$ cat config.mk
export PLATFORM = sky130hd
export DESIGN_NAME = calendar_time_counter
export DESIGN_NICKNAME = d
export VERILOG_FILES = /design/src/rtl/ctc_pkg.sv /design/src/rtl/ctc_control.sv /design/src/rtl/ctc_datapath.sv /design/src/rtl/calendar_time_counter.sv
export SDC_FILE = /design/constraint.sdc
export NUM_CORES = 1
export LEC_CHECK = 0
export BUFFER_PORTS_ARGS = -buffer_cell sky130_fd_sc_hd__buf_4
export CORE_MARGIN = 2
export CORE_UTILIZATION = 49
export CTS_BUF_LIST = sky130_fd_sc_hd__clkbuf_8
export CTS_CLUSTER_DIAMETER = 30
export DETAILED_ROUTE_END_ITERATION = 16
export GPL_ROUTABILITY_DRIVEN = 1
export HOLD_SLACK_MARGIN = 0.02
export MAX_ROUTING_LAYER = met4
export PLACE_DENSITY = 0.7
export SLEW_MARGIN = 20
export SYNTH_ARGS = -nofsm -noshare
export SYNTH_HDL_FRONTEND = slang
export SYNTH_HIERARCHICAL = 1
export SYNTH_SLANG_ARGS = --single-unit
$ cat constraint.sdc
create_clock -name clk -period 8.9 [get_ports clk]
set_input_delay 1.335 -clock clk [delete_from_list [all_inputs] [get_ports clk]]
set_output_delay 1.335 -clock clk [all_outputs]
set_load 0.05 [all_outputs]
$ cat src/rtl/ctc_pkg.sv
package ctc_pkg;

  localparam int NumFields = 7;

  typedef struct packed {
    logic advance;
    logic copyOut;
    logic loadIn;
  } ctc_strobes_t;

  function automatic logic [7:0] toDisp(input logic [7:0] v, input logic bin);
    logic [7:0] tens;
    logic [7:0] units;
    tens  = v / 8'd10;
    units = v % 8'd10;
    return bin ? v : {tens[3:0], units[3:0]};
  endfunction

  function automatic logic [7:0] fromDisp(input logic [7:0] v, input logic bin);
    logic [7:0] hi;
    hi = {4'b0000, v[7:4]};
    return bin ? v : (hi * 8'd10 + {4'b0000, v[3:0]});
  endfunction

  function automatic logic [7:0] daysInMonth(input logic [7:0] mon, input int fullYear);
    logic leap;
    leap = (fullYear % 4 == 0) && ((fullYear % 100 != 0) || (fullYear % 400 == 0));
    case (mon)
      8'd2:                     return leap ? 8'd29 : 8'd28;
      8'd4, 8'd6, 8'd9, 8'd11:  return 8'd30;
      default:                  return 8'd31;
    endcase
  endfunction

endpackage

$ cat src/rtl/ctc_control.sv
module ctc_control
  import ctc_pkg::*;
#(
  parameter int TicksPerSecond = 32768,
  parameter int UipTicks       = 8
) (
  input  logic         clk,
  input  logic         rstN,
  input  logic         tick32k,
  input  logic [2:0]   oscSel,
  input  logic         setMode,
  input  logic         wrEn,
  output ctc_strobes_t strb,
  output logic         uip,
  output logic         updateEnded
);
  localparam int PrescW = (TicksPerSecond > 1) ? $clog2(TicksPerSecond) : 1;
  localparam int WinW   = $clog2(UipTicks) + 1;

  typedef enum logic {Idle, Busy} ctc_state_t;

  ctc_state_t      state;
  logic [PrescW-1:0] presc;
  logic [WinW-1:0]   win;
  logic            setQ;
  logic            loadReq;
  logic            secEdge;
  logic            winDone;
  logic            oscRun;

  assign oscRun  = (oscSel == 3'b010);
  assign secEdge = tick32k && (presc == PrescW'(TicksPerSecond - 1));
  assign winDone = (state == Busy) && tick32k && (win == WinW'(UipTicks - 1));

  always_comb begin
    strb.advance = secEdge && (state == Idle) && oscRun;
    strb.copyOut = winDone && !setMode;
    strb.loadIn  = loadReq;
  end

  always_ff @(posedge clk) begin
    if (!rstN) begin
      presc       <= '0;
      state       <= Idle;
      win         <= '0;
      uip         <= 1'b0;
      updateEnded <= 1'b0;
      setQ        <= 1'b0;
      loadReq     <= 1'b0;
    end else begin
      if (tick32k) presc <= secEdge ? '0 : presc + 1'b1;

      if (strb.advance) begin
        state <= Busy;
        win   <= '0;
      end else if (state == Busy && tick32k) begin
        if (winDone) state <= Idle;
        else         win   <= win + 1'b1;
      end

      if (setMode)           uip <= 1'b0;
      else if (strb.advance) uip <= 1'b1;
      else if (winDone)      uip <= 1'b0;

      updateEnded <= winDone;
      loadReq     <= !setMode && (wrEn || setQ);
      setQ        <= setMode;
    end
  end
endmodule

$ cat src/rtl/ctc_datapath.sv
module ctc_datapath
  import ctc_pkg::*;
#(
  parameter int BaseYear = 2000
) (
  input  logic                      clk,
  input  logic                      rstN,
  input  ctc_strobes_t              strb,
  input  logic                      binMode,
  input  logic                      mode24,
  input  logic                      wrEn,
  input  logic [2:0]                wrSel,
  input  logic [7:0]                wrData,
  output logic [NumFields-1:0][7:0] vis
);
  logic [7:0] secQ, minQ, hrQ, dowQ, domQ, monQ, yrQ;
  logic [7:0] nSec, nMin, nHr, nDow, nDom, nMon, nYr;
  logic [7:0] dim;
  logic [7:0] ldHr;
  logic [NumFields-1:0][7:0] fmt;

  assign dim = daysInMonth(monQ, BaseYear + int'(yrQ));

  always_comb begin
    nSec = secQ; nMin = minQ; nHr = hrQ; nDow = dowQ;
    nDom = domQ; nMon = monQ; nYr = yrQ;
    if (secQ >= 8'd59) begin
      nSec = 8'd0;
      if (minQ >= 8'd59) begin
        nMin = 8'd0;
        if (hrQ >= 8'd23) begin
          nHr  = 8'd0;
          nDow = (dowQ >= 8'd7) ? 8'd1 : dowQ + 8'd1;
          if (domQ >= dim) begin
            nDom = 8'd1;
            if (monQ >= 8'd12) begin
              nMon = 8'd1;
              nYr  = (yrQ >= 8'd99) ? 8'd0 : yrQ + 8'd1;
            end else begin
              nMon = monQ + 8'd1;
            end
          end else begin
            nDom = domQ + 8'd1;
          end
        end else begin
          nHr = hrQ + 8'd1;
        end
      end else begin
        nMin = minQ + 8'd1;
      end
    end else begin
      nSec = secQ + 8'd1;
    end
  end

  always_comb begin
    fmt[0] = toDisp(secQ, binMode);
    fmt[1] = toDisp(minQ, binMode);
    if (mode24) fmt[2] = toDisp(hrQ, binMode);
    else        fmt[2] = toDisp((hrQ >= 8'd12) ? hrQ - 8'd12 : hrQ, binMode)
                         | ((hrQ >= 8'd12) ? 8'h80 : 8'h00);
    fmt[3] = toDisp(dowQ, binMode);
    fmt[4] = toDisp(domQ, binMode);
    fmt[5] = toDisp(monQ, binMode);
    fmt[6] = toDisp(yrQ, binMode);
  end

  always_comb begin
    ldHr = fromDisp({1'b0, vis[2][6:0]}, binMode);
    if (!mode24 && vis[2][7]) ldHr = ldHr + 8'd12;
  end

  always_ff @(posedge clk) begin
    if (!rstN) begin
      secQ <= 8'd0; minQ <= 8'd0; hrQ <= 8'd0; dowQ <= 8'd1;
      domQ <= 8'd1; monQ <= 8'd1; yrQ <= 8'd0;
    end else if (strb.loadIn) begin
      secQ <= fromDisp(vis[0], binMode);
      minQ <= fromDisp(vis[1], binMode);
      hrQ  <= ldHr;
      dowQ <= fromDisp(vis[3], binMode);
      domQ <= fromDisp(vis[4], binMode);
      monQ <= fromDisp(vis[5], binMode);
      yrQ  <= fromDisp(vis[6], binMode);
    end else if (strb.advance) begin
      secQ <= nSec; minQ <= nMin; hrQ <= nHr; dowQ <= nDow;
      domQ <= nDom; monQ <= nMon; yrQ <= nYr;
    end
  end

  always_ff @(posedge clk) begin
    if (!rstN) begin
      vis <= {8'h00, 8'h01, 8'h01, 8'h01, 8'h00, 8'h00, 8'h00};
    end else begin
      for (int i = 0; i < NumFields; i++) begin
        if (wrEn && int'(wrSel) == i) vis[i] <= wrData;
        else if (strb.copyOut)        vis[i] <= fmt[i];
      end
    end
  end
endmodule

$ cat src/rtl/calendar_time_counter.sv
module calendar_time_counter
  import ctc_pkg::*;
#(
  parameter int TicksPerSecond = 32768,
  parameter int UipTicks       = 8,
  parameter int BaseYear       = 2000
) (
  input  logic       clk,
  input  logic       rstN,
  input  logic       tick32k,
  input  logic [2:0] oscSel,
  input  logic       setMode,
  input  logic       binMode,
  input  logic       mode24,
  input  logic       wrEn,
  input  logic [2:0] wrSel,
  input  logic [7:0] wrData,
  output logic [7:0] secOut,
  output logic [7:0] minOut,
  output logic [7:0] hourOut,
  output logic [7:0] dowOut,
  output logic [7:0] domOut,
  output logic [7:0] monOut,
  output logic [7:0] yearOut,
  output logic       uip,
  output logic       updateEnded
);
  ctc_strobes_t strb;
  logic [NumFields-1:0][7:0] vis;

  ctc_control #(.TicksPerSecond(TicksPerSecond), .UipTicks(UipTicks)) u_ctrl (
    .clk(clk), .rstN(rstN), .tick32k(tick32k), .oscSel(oscSel),
    .setMode(setMode), .wrEn(wrEn), .strb(strb), .uip(uip),
    .updateEnded(updateEnded)
  );

  ctc_datapath #(.BaseYear(BaseYear)) u_data (
    .clk(clk), .rstN(rstN), .strb(strb), .binMode(binMode), .mode24(mode24),
    .wrEn(wrEn), .wrSel(wrSel), .wrData(wrData), .vis(vis)
  );

  assign secOut  = vis[0];
  assign minOut  = vis[1];
  assign hourOut = vis[2];
  assign dowOut  = vis[3];
  assign domOut  = vis[4];
  assign monOut  = vis[5];
  assign yearOut = vis[6];
endmodule

Word-level counts from Yosys, hierarchy flattened:

Cells that the tools add are included.

* register bits: 136
* input bits: 21

* reductions and logical operators: 50
* mux-type cells: 79
* multiply operators: 7
* divide/modulo/power cells: 18
* add/subtract/negate cells: 19
* eq/ne operators: 14
* order comparisons: 8
* bitwise operators: 5

Operators by type and width (number)
* two-way mux 8 bit: 72
* divider 8 x 4 -> 8 bit (second input constant): 8
* zero test 32 bit: 2
* modulo 8 x 4 -> 8 bit (second input constant): 8
* adder 8 x 1 -> 8 bit (second input constant): 7
* adder 8 x 4 -> 8 bit: 6
* multiplier 4 x 3 -> 7 bit (second input constant): 6
* modulo 32 x 10 -> 32 bit (second input constant): 1
* modulo 32 x 8 -> 32 bit (second input constant): 1
* nonzero test 32 bit: 1
* nonzero test 2 bit: 15
* == test 8 x 3 -> 1 bit (second input constant): 2
* == test 8 x 4 -> 1 bit (second input constant): 2
* greater-or-equal comparator 8 x 4 -> 1 bit (second input constant): 2
* greater-or-equal comparator 8 x 6 -> 1 bit (second input constant): 2
* logical AND 1 bit: 16
* case mux 8 bit (2 select lines): 1
* adder 15 x 1 -> 15 bit (second input constant): 1
* == test 15 bit (second input constant): 1
* two-way mux 15 bit: 1
* adder 11 x 8 -> 12 bit (first input constant): 1
* == test 3 bit (second input constant): 4
* == test 3 x 2 -> 1 bit (second input constant): 3
* adder 7 x 4 -> 8 bit: 1
* other kinds (24): 36

Logic depth before layout (Yosys ltp):

* word-level depth: 14
* depth in mapped cells: 25

Hierarchy:

The synthesis kept the hierarchy.

Modules (own cells, without submodules)
* ctc_datapath: area each 13055.0 sq um, times used 1, cells each 1821, seq. area each 2242.2 sq um
* ctc_control: area each 1093.5 sq um, times used 1, cells each 122, seq. area each 480.5 sq um

Worst setup path before layout:

No wires, ideal clock.

* kind: register to register
* start: register u_data.yrQ[4]
* end: register u_data.yrQ[3]
* path buffers: 2
* arrival: 4885 ps
* stages on the path, launching flop included: 26
* data required time: 8772 ps
* clock period less this slack: 5013 ps
* setup slack: 3887 ps
* library setup time: 128 ps
* path through: dfxtp_1 ha_1 or3_1 clkbuf_1 inv_1 ha_1 or3b_1 or4_1 o21ai_0 a221o_1 a21boi_1 a21o_1 a32oi_1 or3_1 mux2i_1 a41oi_1 ha_1 nand2b_1 a21oi_1 o21ai_1 nand2_1 nor2_1 buf_2 o21ai_0 a22oi_1 nor2_1

* word-level cells in the longest chain between the ends: 10
* elaborated cells on any way between the ends: 21
* those cells by class: add/sub: 1; div: 2; order compare: 2; mux: 10; reduce/logical: 6

RTL lines
* from (decl): RTL line ctc_datapath.sv:16 `logic [7:0] secQ, minQ, hrQ, dowQ, domQ, monQ, yrQ;`
* from (signal assigned): RTL line ctc_datapath.sv:84 `yrQ <= fromDisp(vis[6], binMode);`
* from (signal assigned): RTL line ctc_datapath.sv:87 `domQ <= nDom; monQ <= nMon; yrQ <= nYr;`
* adder 11 x 8 -> 12 bit: RTL line ctc_datapath.sv:22 `assign dim = daysInMonth(monQ, BaseYear + int'(yrQ));`
* modulo 32 x 8 -> 32 bit / modulo 32 x 10 -> 32 bit (equally long branches): RTL line ctc_pkg.sv:27 `leap = (fullYear % 4 == 0) && ((fullYear % 100 != 0) || (fullYear % 400 == 0));`
* nonzero test 32 bit / zero test 32 bit (equally long branches): RTL line ctc_pkg.sv:27
* logical OR 1 bit: RTL line ctc_pkg.sv:27
* logical AND 1 bit: RTL line ctc_pkg.sv:27
* two-way mux 1 bit: RTL line ctc_pkg.sv:29 `8'd2: return leap ? 8'd29 : 8'd28;`
* case mux 8 bit (2 select lines): RTL line ctc_pkg.sv:28 `case (mon)`
* greater-or-equal comparator 8 bit: RTL line ctc_datapath.sv:34 `if (domQ >= dim) begin`
* nonzero test 2 bit (no line)
* AND reduction 6 bit (no line)

Parallel ways exist; a longest one is shown, timed or not. The select of a mux whose other input is x is not followed.
A chain may end at the register's enable or synchronous reset.

Final worst setup path:

Ends and elaborated chain as after synthesis.

==> results.toml <==
[run_status]
status = "finished, final reports clean"

[clocking]
numCtsBuffers = 17
post_cts_buffers = 0
h-tree-depth = 4
clk_pin_slew_worst_paths_ns = 0.08
hold_buffers = 0
cts-root-buf = "clkbuf_8"
cts_resized = 0
clock_sink_count = 136
cts_buffer_depth = 2
cts_tree = "yes"
clk_latency_ns = 0.46

[job]
cap_violations = 0

[placed_design]
gp_congestion = 0.859
place_hpwl_mm = 29.0
io_buffer_count = 78
place_area_mm2 = 0.0147
pre_cts_ws_ns = 2.09
dp_cells = 2273

[layout]
finalNonFillerCells = 2306
drive_gt1_frac = 0.0937
layout.cells.most_common = "nor2_1"
syn_to_final_growth_pct = 6.65
nets = 2035
nFillCells = 2837
fin_area_mm2 = 0.0151
layout_common_cells = "203 x nor2_1, 174 x nand2_1, 153 x o21ai_0"
utilization = 0.529

[floorplanning]
dieHeight_um = 174
die_area_mm2 = 0.0302
die_w_um = 174
initial_core_util = 0.496
placementRows = 62
pin_count = 79
core_area_mm2 = 0.0285

[synth]
synth_top_area_share = 0.192
ys_seq_area_frac = 0.192
syn_nets = 2070
avgSynthCellArea_um2 = 7.28
yosys_warnings = 6
synth_seq_cells = 136
synth.area.top_cells = "dfxtp_1 19%, ha_1 8.2%, nor2_1 5.4%"
syn_inst = 1943
synth-main-ff-cell = "dfxtp_1"
yosys.area.top_type = "dfxtp_1"
synthArstFlopShare = 0
synth_edf_count = 0
netlist_area_mm2 = 0.0141
synthDistinctLibCells = 101

[timing]
finClkSkew_ns = 0.0189
min_period_ns = 6.95
setup_tns_ns = 0
rsz0062_at_grt = "false"
hold_violations = 0
fin_crit_sh = 0.781
finalMaxSlewViolations = 0
relSlewSlack = 0.264
tightest_slew_ns = 1.10
fin_ws_ns = 1.95
setup_viol = 0
max_freq_mhz = 144

[power_and_ir_drop]
peakVddDrop_uv = 85.9
p_leak_uw = 0.00574
power.density_mw_per_mm2 = 90.4

[worst_setup_path]
cp_slowest_stage_delay_ns = 0.79
required_ns = 9.20
cp_max_fo = 22
critical_path_arrival_ns = 7.25
critPathCaptureType = "flip-flop"
regToRegStartpoint = "u_data/yrQ[4]$_SDFFE_PN0P_"
crit_top_cell = "ha_1"
critPathLaunchType = "flip-flop"
path_class = "flip-flop to flip-flop"
path_cells = "ha_1 -> or3_1 -> inv_1 -> ha_1 -> or3b_1 -> or4_1 -> o21ai_0 -> a221o_1 -> a21boi_1 -> a21o_1 -> a32oi_1 -> or3_1 -> mux2i_1 -> a41oi_1 -> ha_1 -> nand2b_1 -> a21oi_1 -> o21ai_1 -> nand2_1 -> nor2_1 -> o21ai_0 -> a22oi_1 -> nor2_1"
critPathLaunch = "u_data/yrQ[4]$_SDFFE_PN0P_"
cp_slowest_cell = "dfxtp_1"

[worst_hold_path]
min_from = "u_ctrl/setQ$_SDFF_PN0_"
hold_class = "flip-flop to flip-flop"

[global_route]
grt_pass1_vias = 13085
grt_antenna_before_repair = 2
grt_pass1_wl_mm = 67.0
grt_use_total = 0.275
grt_start_max_net_pins = 102
overflow = 0

[drt]
wl_per_cell_um = 18.0
via_per_inst = 6.27
num_vias = 14464
initialDrtViolationCount = 1078
drt_wl_total_mm = 41.6
dr.pass1.iters = 6
drc = 0
ant_nets = 0
## logic make-up (layout without fill, tap and decap cells)
logic type | Yosys count | after routing | share of synthesized area
compound gates | 652 | 652 | 0.309
xor+xnor | 92 | 92 | 0.0570
fa+ha+maj | 112 | 112 | 0.105
buf+inv | 229 | 207 | 0.0662
flops | 136 | 136 | 0.192
mux | 55 | 55 | 0.0418
other cells | 0 | 1 | 0
simple gates | 667 | 667 | 0.228
## worst max-delay path: cells and delay by family (launching register included)
kind	cells	cell delay [ns]
AND/OR/NAND/NOR	8	2.58
AO/OA/AOI/OAI	10	1.92
adder cells (fa/ha/maj)	3	1.29
flip-flops	1	0.79
multiplexers	1	0.13
buffers and inverters	1	0.08
## state kept, by name, summed over array words and instances (netlist names), 4 cells and up
name          cells
u_data/yrQ        8
u_data/monQ       8
u_data/hrQ        8
u_data/minQ       8
u_ctrl/presc     15
u_data/secQ       8
u_ctrl/win        4
u_data/dowQ       8
u_data/domQ       8
u_data/vis       56
## where the power goes
part / internal (µW) / total [µW] / switching [µW]
logic: 61.9 / 192 / 130
registers: 618 / 638 / 19.8
clock network: 259 / 534 / 275
## metal layers
| layer | global-route usage | part of all wire | wire [µm] | up-vias |
|---|---|---|---|---|
| li1 | - | - | - | 7028 |
| met1 | 0.365 | 0.45 | 18700 | 6864 |
| met2 | 0.429 | 0.46 | 19200 | 501 |
| met3 | 0.0385 | 0.064 | 2640 | 71 |
| met4 | 0.0938 | 0.026 | 1090 | 0 |
| met5 | - | 0 | 0 | - |
## area by class of cell
class | instances | area, µm² | share of cell area
well taps | 384 | 480 | 0.0318
multi-input cells | 1578 | 10500 | 0.696
repair buffers | 89 | 668 | 0.0443
flip-flops and latches | 136 | 2720 | 0.181
clock buffers | 18 | 248 | 0.0164
clock inverters | 14 | 148 | 0.00978
diodes | 1 | 2.50 | 0.000166
inverters | 86 | 323 | 0.0214
## worst paths after layout
path                                      to  slack [ns]  cells past startpoint
hold / removal     u_ctrl/loadReq$_SDFF_PN0_        0.45                      2
setup reg to reg  u_data/yrQ[3]$_SDFFE_PN0P_        1.95                     23
hold reg to reg    u_ctrl/loadReq$_SDFF_PN0_        0.45                      2
setup / recovery  u_data/yrQ[3]$_SDFFE_PN0P_        1.95                     23
## synthesized netlist by cell type, types with 17 or more instances
| cell type | number |
|---|---|
| inv_1 | 80 |
| nand2b_1 | 24 |
| a31oi_1 | 20 |
| nor3_1 | 51 |
| buf_1 | 17 |
| o211ai_1 | 27 |
| a21o_1 | 26 |
| xor2_1 | 35 |
| nor4_1 | 21 |
| xnor2_1 | 57 |
| ha_1 | 93 |
| a211oi_1 | 49 |
| o21ai_0 | 153 |
| nor2_1 | 204 |
| a221oi_1 | 19 |
| a22oi_1 | 22 |
| dfxtp_1 | 136 |
| a21oi_1 | 144 |
| o22ai_1 | 27 |
| nor2b_1 | 37 |
| mux2i_1 | 43 |
| clkbuf_1 | 101 |
| nand3_1 | 52 |
| nand2_1 | 174 |
## through the flow
| step | total power (µW) | hold WS (ns) |
|---|---|---|
| after CTS | 1370 | 0.462 |
| final | 1360 | 0.452 |
| after detailed placement | 841 | 0.441 |
| after global routing | 1420 | 0.487 |
| after floorplan | 777 | 0.415 |
| after global placement | 838 | 0.438 |
Note: power is estimated with default switching activity, not from simulation.
